===== config.mk =====
export PLATFORM = sky130hd
export DESIGN_NAME = fg_speed_judge
export DESIGN_NICKNAME = d
export VERILOG_FILES = /design/src/rtl/fgsj_pkg.sv /design/src/rtl/fgsj_tick_gen.sv /design/src/rtl/fgsj_sync_edge.sv /design/src/rtl/fgsj_period_meter.sv /design/src/rtl/fgsj_verdict.sv /design/src/rtl/fg_speed_judge.sv
export SDC_FILE = /design/constraint.sdc
export NUM_CORES = 1
export LEC_CHECK = 0
export BUFFER_PORTS_ARGS = -buffer_cell sky130_fd_sc_hd__buf_2
export CAP_MARGIN = 20
export CELL_PAD_IN_SITES_DETAIL_PLACEMENT = 1
export CELL_PAD_IN_SITES_GLOBAL_PLACEMENT = 1
export CORE_MARGIN = 5
export CORE_UTILIZATION = 30
export DETAILED_ROUTE_END_ITERATION = 10
export GPL_ROUTABILITY_DRIVEN = 1
export PLACE_DENSITY_LB_ADDON = 0.15
export SYNTH_ARGS = -nofsm -noshare
export SYNTH_HDL_FRONTEND = slang
export SYNTH_SLANG_ARGS = --single-unit

===== constraint.sdc =====
create_clock -name clk -period 4.3 [get_ports clk]
set_input_delay 0.645 -clock clk [delete_from_list [all_inputs] [get_ports clk]]
set_output_delay 0.645 -clock clk [all_outputs]
set_load 0.005 [all_outputs]

===== src/rtl/fgsj_pkg.sv =====
package fgsj_pkg;
   typedef enum logic {
      PH_REST  = 1'b0,
      PH_COUNT = 1'b1
   } phase_e;

   typedef struct packed {
      logic slow;
      logic lock_n;
   } verdict_t;
endpackage


===== src/rtl/fgsj_tick_gen.sv =====
module fgsj_tick_gen #(
   parameter int DIV = 16
) (
   input  logic clk,
   input  logic rst_n,
   output logic tick
);
   generate
      if (DIV == 1) begin : g_pass
         assign tick = 1'b1;
      end else begin : g_div
         localparam int W = $clog2(DIV);
         localparam logic [W-1:0] LAST = W'(DIV - 1);
         logic [W-1:0] cnt;

         always_ff @(posedge clk or negedge rst_n) begin
            if (!rst_n)
               cnt <= '0;
            else if (cnt == LAST)
               cnt <= '0;
            else
               cnt <= cnt + 1'b1;
         end

         assign tick = (cnt == LAST);

         // ticks are spaced by at least two clocks when dividing
         assert_tick_gap_R2: assert property (@(posedge clk) disable iff (!rst_n)
            tick |=> !tick);
      end
   endgenerate
endmodule


===== src/rtl/fgsj_sync_edge.sv =====
module fgsj_sync_edge #(
   parameter int STAGES = 2
) (
   input  logic clk,
   input  logic rst_n,
   input  logic din,
   output logic rise
);
   logic [STAGES:0] chain;

   always_ff @(posedge clk or negedge rst_n) begin
      if (!rst_n)
         chain <= '0;
      else
         chain <= {chain[STAGES-1:0], din};
   end

   assign rise = chain[STAGES-1] & ~chain[STAGES];

   // an edge pulse never lasts two cycles
   assert_rise_single_R4: assert property (@(posedge clk) disable iff (!rst_n)
      rise |=> !rise);
endmodule


===== src/rtl/fgsj_period_meter.sv =====
module fgsj_period_meter
   import fgsj_pkg::*;
#(
   parameter int TGT_FAST = 512,
   parameter int TGT_SLOW = 1024,
   parameter int CNT_W    = $clog2(2 * TGT_SLOW + 1)
) (
   input  logic             clk,
   input  logic             rst_n,
   input  logic             rise,
   input  logic             tick,
   input  logic             n_sel,
   output logic             done,
   output logic [CNT_W-1:0] count_eff,
   output logic             n_used
);
   localparam logic [CNT_W-1:0] CAP_FAST = CNT_W'(2 * TGT_FAST);
   localparam logic [CNT_W-1:0] CAP_SLOW = CNT_W'(2 * TGT_SLOW);

   phase_e           phase;
   logic [CNT_W-1:0] cnt;
   logic [CNT_W-1:0] cap;
   logic             room;

   assign cap  = n_used ? CAP_FAST : CAP_SLOW;
   assign room = tick && (cnt < cap);

   always_ff @(posedge clk or negedge rst_n) begin
      if (!rst_n) begin
         phase  <= PH_REST;
         cnt    <= '0;
         n_used <= 1'b1;
      end else if (rise) begin
         if (phase == PH_REST) begin
            phase  <= PH_COUNT;
            cnt    <= '0;
            n_used <= n_sel;
         end else begin
            phase  <= PH_REST;
         end
      end else if (phase == PH_COUNT && room) begin
         cnt <= cnt + 1'b1;
      end
   end

   assign done      = rise && (phase == PH_COUNT);
   assign count_eff = (phase == PH_COUNT && room) ? cnt + 1'b1 : cnt;

   // the count never passes its ceiling
   assert_cnt_cap_R7: assert property (@(posedge clk) disable iff (!rst_n)
      cnt <= cap);
   // the count is frozen during the rest period
   assert_rest_hold_R4: assert property (@(posedge clk) disable iff (!rst_n)
      (phase == PH_REST && !rise) |=> $stable(cnt));
   // the latched select moves only at an opening edge
   assert_sel_hold_R9: assert property (@(posedge clk) disable iff (!rst_n)
      !(rise && phase == PH_REST) |=> $stable(n_used));
endmodule


===== src/rtl/fgsj_verdict.sv =====
module fgsj_verdict
   import fgsj_pkg::*;
#(
   parameter int TGT_FAST = 512,
   parameter int TGT_SLOW = 1024,
   parameter int LOCK_SH  = 4,
   parameter int CNT_W    = $clog2(2 * TGT_SLOW + 1)
) (
   input  logic             clk,
   input  logic             rst_n,
   input  logic             done,
   input  logic [CNT_W-1:0] count_eff,
   input  logic             n_used,
   output logic             spd_up,
   output logic             lock_n,
   output logic             valid
);
   localparam logic [CNT_W-1:0] T_F  = CNT_W'(TGT_FAST);
   localparam logic [CNT_W-1:0] T_S  = CNT_W'(TGT_SLOW);
   localparam logic [CNT_W-1:0] LO_F = CNT_W'(TGT_FAST - (TGT_FAST >> LOCK_SH));
   localparam logic [CNT_W-1:0] HI_F = CNT_W'(TGT_FAST + (TGT_FAST >> LOCK_SH));
   localparam logic [CNT_W-1:0] LO_S = CNT_W'(TGT_SLOW - (TGT_SLOW >> LOCK_SH));
   localparam logic [CNT_W-1:0] HI_S = CNT_W'(TGT_SLOW + (TGT_SLOW >> LOCK_SH));

   logic [CNT_W-1:0] tgt, lo, hi;
   verdict_t         nxt, cur;

   assign tgt = n_used ? T_F  : T_S;
   assign lo  = n_used ? LO_F : LO_S;
   assign hi  = n_used ? HI_F : HI_S;

   always_comb begin
      nxt.slow   = count_eff > tgt;
      nxt.lock_n = !((count_eff >= lo) && (count_eff <= hi));
   end

   always_ff @(posedge clk or negedge rst_n) begin
      if (!rst_n) begin
         cur   <= '{slow: 1'b1, lock_n: 1'b1};
         valid <= 1'b0;
      end else begin
         valid <= done;
         if (done)
            cur <= nxt;
      end
   end

   assign spd_up = cur.slow;
   assign lock_n = cur.lock_n;

   // the strobe is a single cycle
   assert_one_strobe_R5: assert property (@(posedge clk) disable iff (!rst_n)
      valid |=> !valid);
   // the lock flag moves only with a verdict
   assert_lock_moves_R10: assert property (@(posedge clk) disable iff (!rst_n)
      (lock_n != $past(lock_n)) |-> valid);
   // the speed flag moves only with a verdict
   assert_speed_moves_R10: assert property (@(posedge clk) disable iff (!rst_n)
      (spd_up != $past(spd_up)) |-> valid);
   // a locked verdict was taken with the count inside the window
   assert_lock_window_R8: assert property (@(posedge clk) disable iff (!rst_n)
      (done && count_eff >= lo && count_eff <= hi) |=> !lock_n);
endmodule


===== src/rtl/fg_speed_judge.sv =====
module fg_speed_judge #(
   parameter int PRESCALE    = 16,
   parameter int TGT_FAST    = 512,
   parameter int TGT_SLOW    = 1024,
   parameter int LOCK_SH     = 4,
   parameter int SYNC_STAGES = 2
) (
   input  logic clk,
   input  logic rst_n,
   input  logic fg_in,
   input  logic n_sel,
   output logic spd_up,
   output logic lock_n,
   output logic meas_valid
);
   localparam int CNT_W = $clog2(2 * TGT_SLOW + 1);

   generate
      if (PRESCALE < 1) begin : g_bad_prescale
         $error("PRESCALE must be at least 1");
      end
      if (SYNC_STAGES < 2) begin : g_bad_sync
         $error("SYNC_STAGES must be at least 2");
      end
      if (TGT_FAST >= TGT_SLOW) begin : g_bad_order
         $error("TGT_FAST must be below TGT_SLOW");
      end
      if ((TGT_FAST >> LOCK_SH) < 1) begin : g_bad_window
         $error("lock window rounds to zero");
      end
   endgenerate

   logic             tick, rise, done, n_used;
   logic [CNT_W-1:0] count_eff;

   fgsj_tick_gen #(.DIV(PRESCALE)) u_tick (
      .clk  (clk),
      .rst_n(rst_n),
      .tick (tick)
   );

   fgsj_sync_edge #(.STAGES(SYNC_STAGES)) u_sync (
      .clk  (clk),
      .rst_n(rst_n),
      .din  (fg_in),
      .rise (rise)
   );

   fgsj_period_meter #(
      .TGT_FAST(TGT_FAST), .TGT_SLOW(TGT_SLOW), .CNT_W(CNT_W)
   ) u_meter (
      .clk      (clk),
      .rst_n    (rst_n),
      .rise     (rise),
      .tick     (tick),
      .n_sel    (n_sel),
      .done     (done),
      .count_eff(count_eff),
      .n_used   (n_used)
   );

   fgsj_verdict #(
      .TGT_FAST(TGT_FAST), .TGT_SLOW(TGT_SLOW),
      .LOCK_SH(LOCK_SH), .CNT_W(CNT_W)
   ) u_verdict (
      .clk      (clk),
      .rst_n    (rst_n),
      .done     (done),
      .count_eff(count_eff),
      .n_used   (n_used),
      .spd_up   (spd_up),
      .lock_n   (lock_n),
      .valid    (meas_valid)
   );
endmodule


After elaboration in Yosys (flattened, before gate mapping)

Index checks and enable logic that the tools add are counted.

Multiplexer cells: 9
Magnitude comparators: 4
Bitwise gates (word level): 3
Eq/ne operators: 2
Reduce and logical (&&, ||, !) cells: 6
Add/sub/neg operators: 2

Operators with widths:

| kind                                           | count |
|---|---|
| two-way mux 12 bit                             | 4 |
| two-way mux 11 bit                             | 2 |
| adder 12 x 1 -> 12 bit (second input constant) | 1 |
| greater-or-equal comparator 12 bit             | 1 |
| > comparator 12 bit                            | 1 |
| <= comparator 12 bit                           | 1 |
| less-than comparator 12 bit                    | 1 |
| two-way mux 10 bit                             | 1 |
| adder 4 x 1 -> 4 bit (second input constant)   | 1 |
| equality test 4 bit (second input constant)    | 1 |
| logical AND 1 bit                              | 4 |
| two-way mux 4 bit                              | 1 |
| inequality test 2 bit (second input constant)  | 1 |
| NOT 1 bit                                      | 2 |
| AND reduction 2 bit                            | 1 |
| bitwise AND 1 bit                              | 1 |
| logical NOT 1 bit                              | 1 |
| two-way mux 1 bit                              | 1 |

Register bits after elaboration: 24
Output and inout bits: 3
Input port bits: 4
Word-level logic and storage cells: 34

Logic depth before layout (Yosys ltp)

Gate-level depths: netlist (run 1).

Depth after elaboration: 8
Depth in mapped cells: 14
Gate-level depth less buffers: 14

Hierarchy

A second synthesis (run 1) with hierarchy kept.

Cell total of the unflattened synthesis: 148
Area total of the unflattened synthesis: 1524.0 um^2

By module, submodules not included:

| module            | instances | sequential area each (um^2) | area each (um^2) | cells an instance |
|---|---|---|---|---|
| fgsj_period_meter | 1         | 351.6                       | 940.9            | 96 |
| fgsj_verdict      | 1         | 77.6                        | 325.3            | 35 |
| fgsj_tick_gen     | 1         | 100.1                       | 168.9            | 13 |
| fgsj_sync_edge    | 1         | 75.1                        | 88.8             | 4 |

Worst setup path after synthesis (run 1)

Ideal clock, no wire load.

Path kind: register -> register
Start: register u_meter.n_used
End: register u_verdict.cur (netlist bit u_verdict.lock_n)
Arrival time: 3.035 ns
Clock period less this slack: 3.122 ns
Cell stages (with the launch flop): 14
Slack: 1.178 ns
Path buffers: 0
Path through: dfstp_2 ha_1 a2111oi_4 and3_1 nand3_1 xnor2_1 ha_1 inv_1 a21oi_1 o21ai_0 o21ai_0 or4_1 o21ai_0 a31oi_1

Cells in the longest elaborated chain, start to end: 8
Elaborated cells on any way between the ends: 11
Classes of those cells: order compare: 3; mux: 4; reduce/logical: 4

Ends and longest elaborated chain:

| what                                                                              | line                    | RTL |
|---|---|---|
| start: declaration                                                                | fgsj_period_meter.sv:15 | `output logic n_used` |
| start signal: assignment                                                          | fgsj_period_meter.sv:37 | `n_used <= n_sel;` |
| two-way mux 12 bit                                                                | fgsj_period_meter.sv:25 | `assign cap = n_used ? CAP_FAST : CAP_SLOW;` |
| less-than comparator 12 bit                                                       | fgsj_period_meter.sv:26 | `assign room = tick && (cnt < cap);` |
| logical AND 1 bit                                                                 | fgsj_period_meter.sv:26 |  |
| logical AND 1 bit                                                                 | fgsj_period_meter.sv:47 | `assign count_eff = (phase == PH_COUNT && room) ? cnt + 1'b1 : cnt;` |
| two-way mux 12 bit                                                                | fgsj_period_meter.sv:47 |  |
| greater-or-equal comparator 12 bit / <= comparator 12 bit (equally long branches) | fgsj_verdict.sv:34      | `nxt.lock_n = !((count_eff >= lo) && (count_eff <= hi));` |
| logical AND 1 bit *                                                               | fgsj_verdict.sv:34      |  |
| logical NOT 1 bit *                                                               | fgsj_verdict.sv:34      |  |
| end signal: assignment                                                            | fgsj_verdict.sv:39      | `cur <= '{slow: 1'b1, lock_n: 1'b1};` |
| end signal: assignment                                                            | fgsj_verdict.sv:44      | `cur <= nxt;` |
| end: declaration                                                                  | fgsj_verdict.sv:26      | `verdict_t nxt, cur;` |

Every way passes the cells marked *; elsewhere a longest branch is shown, timed or not.
A chain may end at the register's enable or synchronous reset.

Worst setup path in the final report (run 1)

Ends and elaborated chain as after synthesis.

==> run metrics, run 1 <==
Syn. warnings=0; largest net degree at the start of global routing=25; sequential share of power=41.9%; layout cells sized above 1=13.71%; Max-slew headroom=47.22%; vias in the first global route=1470; post-synthesis sequential area ratio=37.70%; final setup vio count=0; DR iter-0 viols=24; ANT cells=0; Final ANT Viol Nets=0; met2 wire length=2017 um; top achievable clock speed=291.8 MHz; CTS sink cnt=24; Via density=5.269; total power=0.7628 mW; Clk pwr share=27.2%; most frequent cells in the layout=21 x dfrtp_1, 19 x o21ai_0, 14 x nand2_1; GRT overflow=0; combinational power share=31.0%; Layout Area Growth over Synthesis=10.46%; total negative slack=0 ns; Mapped Cells=172; Period minus WS final=3.426 ns; slowest stage delay, CP=0.67 ns; asr flop ratio synth=100.0%; CTS Buf Count=3; RSZ-0062 raised after global routing=no; H-tree depth=1; Die Ht=83.10 um; total track usage=13.39%; Crit. End Element=flip-flop; DRC=0; Distinct cells, synth=47; setup bufs post-CTS=0; DRT Pass-1 Iters=4; row cnt=26; Post-Route M1 WL=2056 um; Psw=0.2716 mW; antenna violations before repair=0; clock buffer depth=2; first-pass GRT wire length=7507 um; Die X=83.10 um; period utilization=79.68%; CTS tree=done; Placer Congestion=0.8711; worst reg2reg path depth=13; Fin Clk Skew=0.002543 ns; #FFs+latches synth=24; Synth Area per Inst=9.319 um2; status=finished clean; Clk Latency, worst-skew pair=0.28 ns; number of synthesized flops with an enable pin=0; Least-Margin Pin Slew=0.7898 ns; WP data arrival=3.63 ns; Pwr Density=430.9 nW/um2; WL met3=82 um; routed len/inst=17.19 um; Slew Viols, Final=0; Top Metal Used=met4; core footprint=5140 um2; critical path's most frequent cell=o21ai_0; Cell Area, Synth=1603 um2; Sw Ratio=35.60%; total vias in the final route=1291; root buffer cell=clkbuf_8; Internal Power=0.4912 mW; predominant post-synthesis flop cell=dfrtp_1; Starting Density=31.18%; RR Endpoint=u_verdict.lock_n; most common cell after layout, fill and taps aside=dfrtp_1; post-CTS sizing=0; design area=1770 um2; cells along the critical path=ha_1, a2111oi_4, and3_1, nand3_1, xnor2_1, ha_1, inv_1, a21oi_1, o21ai_0, o21ai_0, or4_1, o21ai_0, a31oi_1; Max FO, Critical Path=10; slowest stage cell, crit path=dfstp_2; static leakage=0.6927 nW; Final Hold Fails=0; worst vdd ir=0.2080 mV; IO Port Bufs=6; worst setup path class=flip-flop to flip-flop; hold buffer count at CTS=0; DP Area=1699 um2; Worst-path clk slew=0.09 ns; Critical Path Start Type=flip-flop; final WL=4211 um; min-delay worst type=input pin to asynchronous set/reset pin; max-cap viol count=0; die area=6905 um2; hpwl dp=3149 um; io pins=7; CP Data Required Time=4.50 ns; syn nets=184; Nets=188; worst reg2reg path startpoint=u_meter.n_used; worst hold slack=0.3410 ns; R2R Setup Slk=0.87 ns
-- cells by family after synthesis --
group | after synthesis | synth area share (%)
AO/OA/AOI/OAI | 50 | 22.33
XOR/XNOR | 8 | 4.372
adder cells (fa/ha/maj) | 8 | 6.245
flip-flops | 24 | 37.70
multiplexers | 4 | 2.576
AND/OR/NAND/NOR | 59 | 21.93
buffers and inverters | 19 | 4.839
-- power groups by stage --
stage	Clock (mW)	Combinational, mW	Sequential, mW
floorplan	0	0.185	0.304
global placement	0	0.235	0.323
detailed placement	0	0.240	0.324
CTS	0.213	0.241	0.320
global route	0.223	0.278	0.327
finish	0.207	0.236	0.319
-- metal layers --
layer | up-vias | global-route usage, %
met5 | - | 0
li1 | 634 | -
met3 | 5 | 2.277
met1 | 641 | 17.20
met2 | 11 | 22.38
met4 | 0 | 5.052
-- critical path, delay by kind of cell, from the launching register on --
family,cells,cell delay [ns]
buf+inv,1,0.08
compound gates,6,0.82
flops,1,0.67
xor+xnor,1,0.26
fa+ha+maj,2,0.68
simple gates,3,0.85
-- flip-flops by register name, summed over array words and instances (netlist names) --
| signal | count |
|---|---|
| u_sync.chain | 3 |
| u_tick.g_div.cnt | 4 |
| u_meter.n_used | 1 |
| u_verdict.lock_n | 1 |
| u_meter.cnt | 12 |
| u_meter.phase | 1 |
| u_verdict.valid | 1 |
| u_verdict.spd_up | 1 |
-- stage by stage --
stage          instances  setup slack [ns]  util [%]
2_1_floorplan        172             1.178         -
4_1_cts              245            0.8489     34.45
3_5_place_dp         241            0.8625     33.06
5_1_grt              245            0.5435     34.45
3_3_place_gp         241            0.9654     33.06
6_report             245            0.8736     34.45
-- Yosys cell counts, types with 2 or more instances --
master      n  area share, %
o31ai_1     2           0.94
nand3b_1    2           0.94
clkbuf_2    2           0.62
o21ai_0    19            5.9
inv_1       8            1.9
nand3_1     9            2.8
a22oi_1     2           0.94
dfrtp_1    21             33
nor2_1      9            2.1
ha_1        8            6.2
nand2_1    14            3.3
a31oi_1     3            1.2
or4_1       2           0.94
a21oi_1    10            3.1
xnor2_1     6            3.3
nand2b_1    2           0.78
nand2b_4    2            1.7
o21ai_1     3           0.94
nor4_1      2           0.78
buf_2       3           0.94
mux2i_1     3            1.9
nand4_1     2           0.78
dfstp_2     3            4.9
a2111oi_4   2            3.4
and3_1      4            1.6
nand4b_1    3            1.6
nor2b_1     2           0.78
clkbuf_1    4           0.94
xor2_1      2            1.1
-- area by class of cell --
class / instances / area (um2)
fill: 625 / 3369
inverter: 9 / 33.78
timing repair buffer: 9 / 52.55
clock buffer: 3 / 41.29
sequential: 24 / 604.3
tap: 70 / 87.58
multi-input combinational: 129 / 920.9
clock inverter: 1 / 30.03
-- worst max path at each step --
stage	start	to	slack [ns]
finish	u_meter.n_used	u_verdict.lock_n	0.87
global placement	u_meter.n_used	u_verdict.lock_n	0.97
detailed placement	u_meter.n_used	u_verdict.lock_n	0.86
global route	u_meter.n_used	u_verdict.lock_n	0.54
CTS	u_meter.n_used	u_verdict.lock_n	0.85
floorplan	u_meter.n_used	u_verdict.lock_n	1.18
Power figures use the tool's default switching activity.
==> run 2, diff against run 1 <==
- clock period: 4.3 -> 3.27 ns (I/O delays scaled with it)
==> run 2 against run 1 <==
  * Cell count increased by 3.7%
  * Via count increased by 6.3%
  * Worst hold slack got worse by 0.15 ns
  * Non-clock buffer count increased by 9
  * Critical path type unchanged
==> run metrics, run 2 (synthesis gave the netlist of run 1 again) <==
status=finished clean (unchanged); Period minus WS final=3.109 ns (was 3.426 ns); Die X=83.10 um (unchanged); Placer Congestion=0.7897 (was 0.8711); total track usage=13.01% (was 13.39%); DRC=0 (unchanged); Pwr Density=528.0 nW/um2 (was 430.9 nW/um2); Via density=5.402 (was 5.269); die area=6905 um2 (unchanged); most frequent cells in the layout=21 x dfrtp_1, 18 x o21ai_0, 14 x nand2_1 (was 21 x dfrtp_1, 19 x o21ai_0, 14 x nand2_1); root buffer cell=clkbuf_8 (unchanged); top achievable clock speed=321.6 MHz (was 291.8 MHz); Critical Path Start Type=flip-flop (unchanged); H-tree depth=1 (unchanged); DP Area=1759 um2 (was 1699 um2); core footprint=5140 um2 (unchanged); CTS sink cnt=24 (unchanged); ANT cells=0 (unchanged); hold buffer count at CTS=0 (unchanged); Fin Clk Skew=0.01569 ns (was 0.002543 ns); io pins=7 (unchanged); critical path's most frequent cell=o21ai_0 (unchanged); Largest regs=u_meter.cnt: 12 flops, u_tick.g_div.cnt: 4 flops, u_sync.chain: 3 flops (unchanged); Max-slew headroom=42.60% (was 47.22%); Reg with most FFs=u_meter.cnt (unchanged); Slew Viols, Final=0 (unchanged); final setup vio count=0 (unchanged); worst setup path class=flip-flop to flip-flop (unchanged); Starting Density=31.18% (unchanged); fillers=627 (was 625); Largest register FFs=12 (unchanged); crit path from=u_meter.n_used (unchanged); routed len/inst=16.72 um (was 17.19 um); first-pass GRT wire length=7231 um (was 7507 um); Die Ht=83.10 um (unchanged); Final Hold Fails=0 (unchanged); worst hold slack=0.1893 ns (was 0.3410 ns); max-cap viol count=0 (unchanged); layout cells sized above 1=20.11% (was 13.71%); most common cell after layout, fill and taps aside=dfrtp_1 (unchanged); DR iter-0 viols=69 (was 24); row cnt=26 (unchanged); worst slack, placed=0.1931 ns (was 0.8625 ns); clock buffer depth=2 (unchanged); DRT Pass-1 Iters=4 (unchanged); GRT overflow=0 (unchanged); Max FO, Critical Path=4 (was 10); crit path to=u_verdict.lock_n (unchanged); CTS tree=done (unchanged); RR Endpoint=u_verdict.lock_n (unchanged); worst reg2reg path startpoint=u_meter.n_used (unchanged); R2R Setup Slk=0.16 ns (was 0.87 ns); Crit. End Element=flip-flop (unchanged); WP data arrival=3.30 ns (was 3.63 ns); worst reg2reg path depth=13 (unchanged); largest net degree at the start of global routing=25 (unchanged); cells along the critical path=ha_4, a2111oi_4, and3_4, nand3_2, xnor2_2, ha_1, inv_2, a21oi_1, o21ai_0, o21ai_0, or4_1, o21ai_1, a31oi_1 (was ha_1, a2111oi_4, and3_1, nand3_1, xnor2_1, ha_1, inv_1, a21oi_1, o21ai_0, o21ai_0, or4_1, o21ai_0, a31oi_1); Layout Area Growth over Synthesis=14.99% (was 10.46%); design area=1843 um2 (was 1770 um2); Final Worst Setup Slack=0.1608 ns (was 0.8736 ns); Final ANT Viol Nets=0 (unchanged); final WL=4246 um (was 4211 um); Clk Latency, worst-skew pair=0.28 ns (about the same); CP Data Required Time=3.46 ns (was 4.50 ns); Nets=197 (was 188); slowest stage delay, CP=0.60 ns (was 0.67 ns); Worst-path clk slew=0.10 ns (was 0.09 ns); min-delay worst type=input pin to asynchronous set/reset pin (unchanged); antenna violations before repair=0 (unchanged); static leakage=0.7266 nW (was 0.6927 nW); period utilization=95.08% (was 79.68%); worst vdd ir=0.2965 mV (was 0.2080 mV); Least-Margin Pin Slew=0.8588 ns (was 0.7898 ns); slowest stage cell, crit path=dfstp_2 (unchanged); total vias in the final route=1372 (was 1291); CTS Buf Count=3 (unchanged); IO Port Bufs=6 (unchanged); hpwl dp=3227 um (was 3149 um); vias in the first global route=1373 (was 1470)
run 2: worst max-delay path: cells and delay by family, from the launching register on:
family / cells / cell delay [ns]
AND/OR/NAND/NOR: 3 / 0.85
AO/OA/AOI/OAI: 6 / 0.78
flip-flops: 1 / 0.60
adder cells (fa/ha/maj): 2 / 0.55
XOR/XNOR: 1 / 0.17
buffers and inverters: 1 / 0.07
run 2: per-layer routing:
layer | wire, um | up-vias | track usage [%]
li1 | - | 651 | -
met1 | 2119 | 701 | 18.30
met2 | 1996 | 15 | 20.85
met3 | 80 | 5 | 1.782
met4 | 50 | 0 | 3.566
met5 | 0 | - | 0
run 2: what timing repair did:
action                                  CTS  global route
setup buffers                             0             1
endpoints found under the setup margin    0             2
resized for setup                         0             7
run 2: metrics by stage:
| stage | std cells | util (%) | setup TNS [ns] | power, mW |
|---|---|---|---|---|
| final | 254 | 35.86 | 0 | 0.9732 |
| after CTS | 253 | 35.10 | 0 | 0.9576 |
| after detailed placement | 249 | 34.23 | 0 | 0.7662 |
| after global placement | 249 | 34.23 | 0 | 0.7538 |
| after floorplan | 172 | - | 0 | 0.6433 |
| after global routing | 254 | 35.86 | -0.01543 | 1.047 |
run 2: how the worst min path moves through the flow:
stage | startpoint | end | slack, ns | cells past startpoint
after CTS | rst_n | u_tick.g_div.cnt[1] | 0.21 | 1
after global placement | u_sync.chain[0] | u_sync.chain[1] | 0.34 | 0
final | rst_n | u_tick.g_div.cnt[1] | 0.19 | 1
after global routing | rst_n | u_tick.g_div.cnt[1] | 0.24 | 1
after floorplan | rst_n | u_meter.cnt[0] | 0.19 | 0
after detailed placement | u_sync.chain[0] | u_sync.chain[1] | 0.34 | 0
run 2: final cells by class:
cell class                      count  area, um2  share of cell area (%)
Sequential cell                    24      604.3                   32.79
Timing Repair Buffer               18      120.1                   6.517
Multi-Input combinational cell    129      952.2                   51.66
Inverter                            9      33.78                   1.833
Tap cell                           70      87.58                   4.752
Clock buffer                        4      45.04                   2.444
run 2: power breakdown:
group	internal (mW)	total, mW	switching, mW
combinational	0.170	0.376	0.206
clock	0.0874	0.189	0.101
sequential	0.348	0.409	0.0605
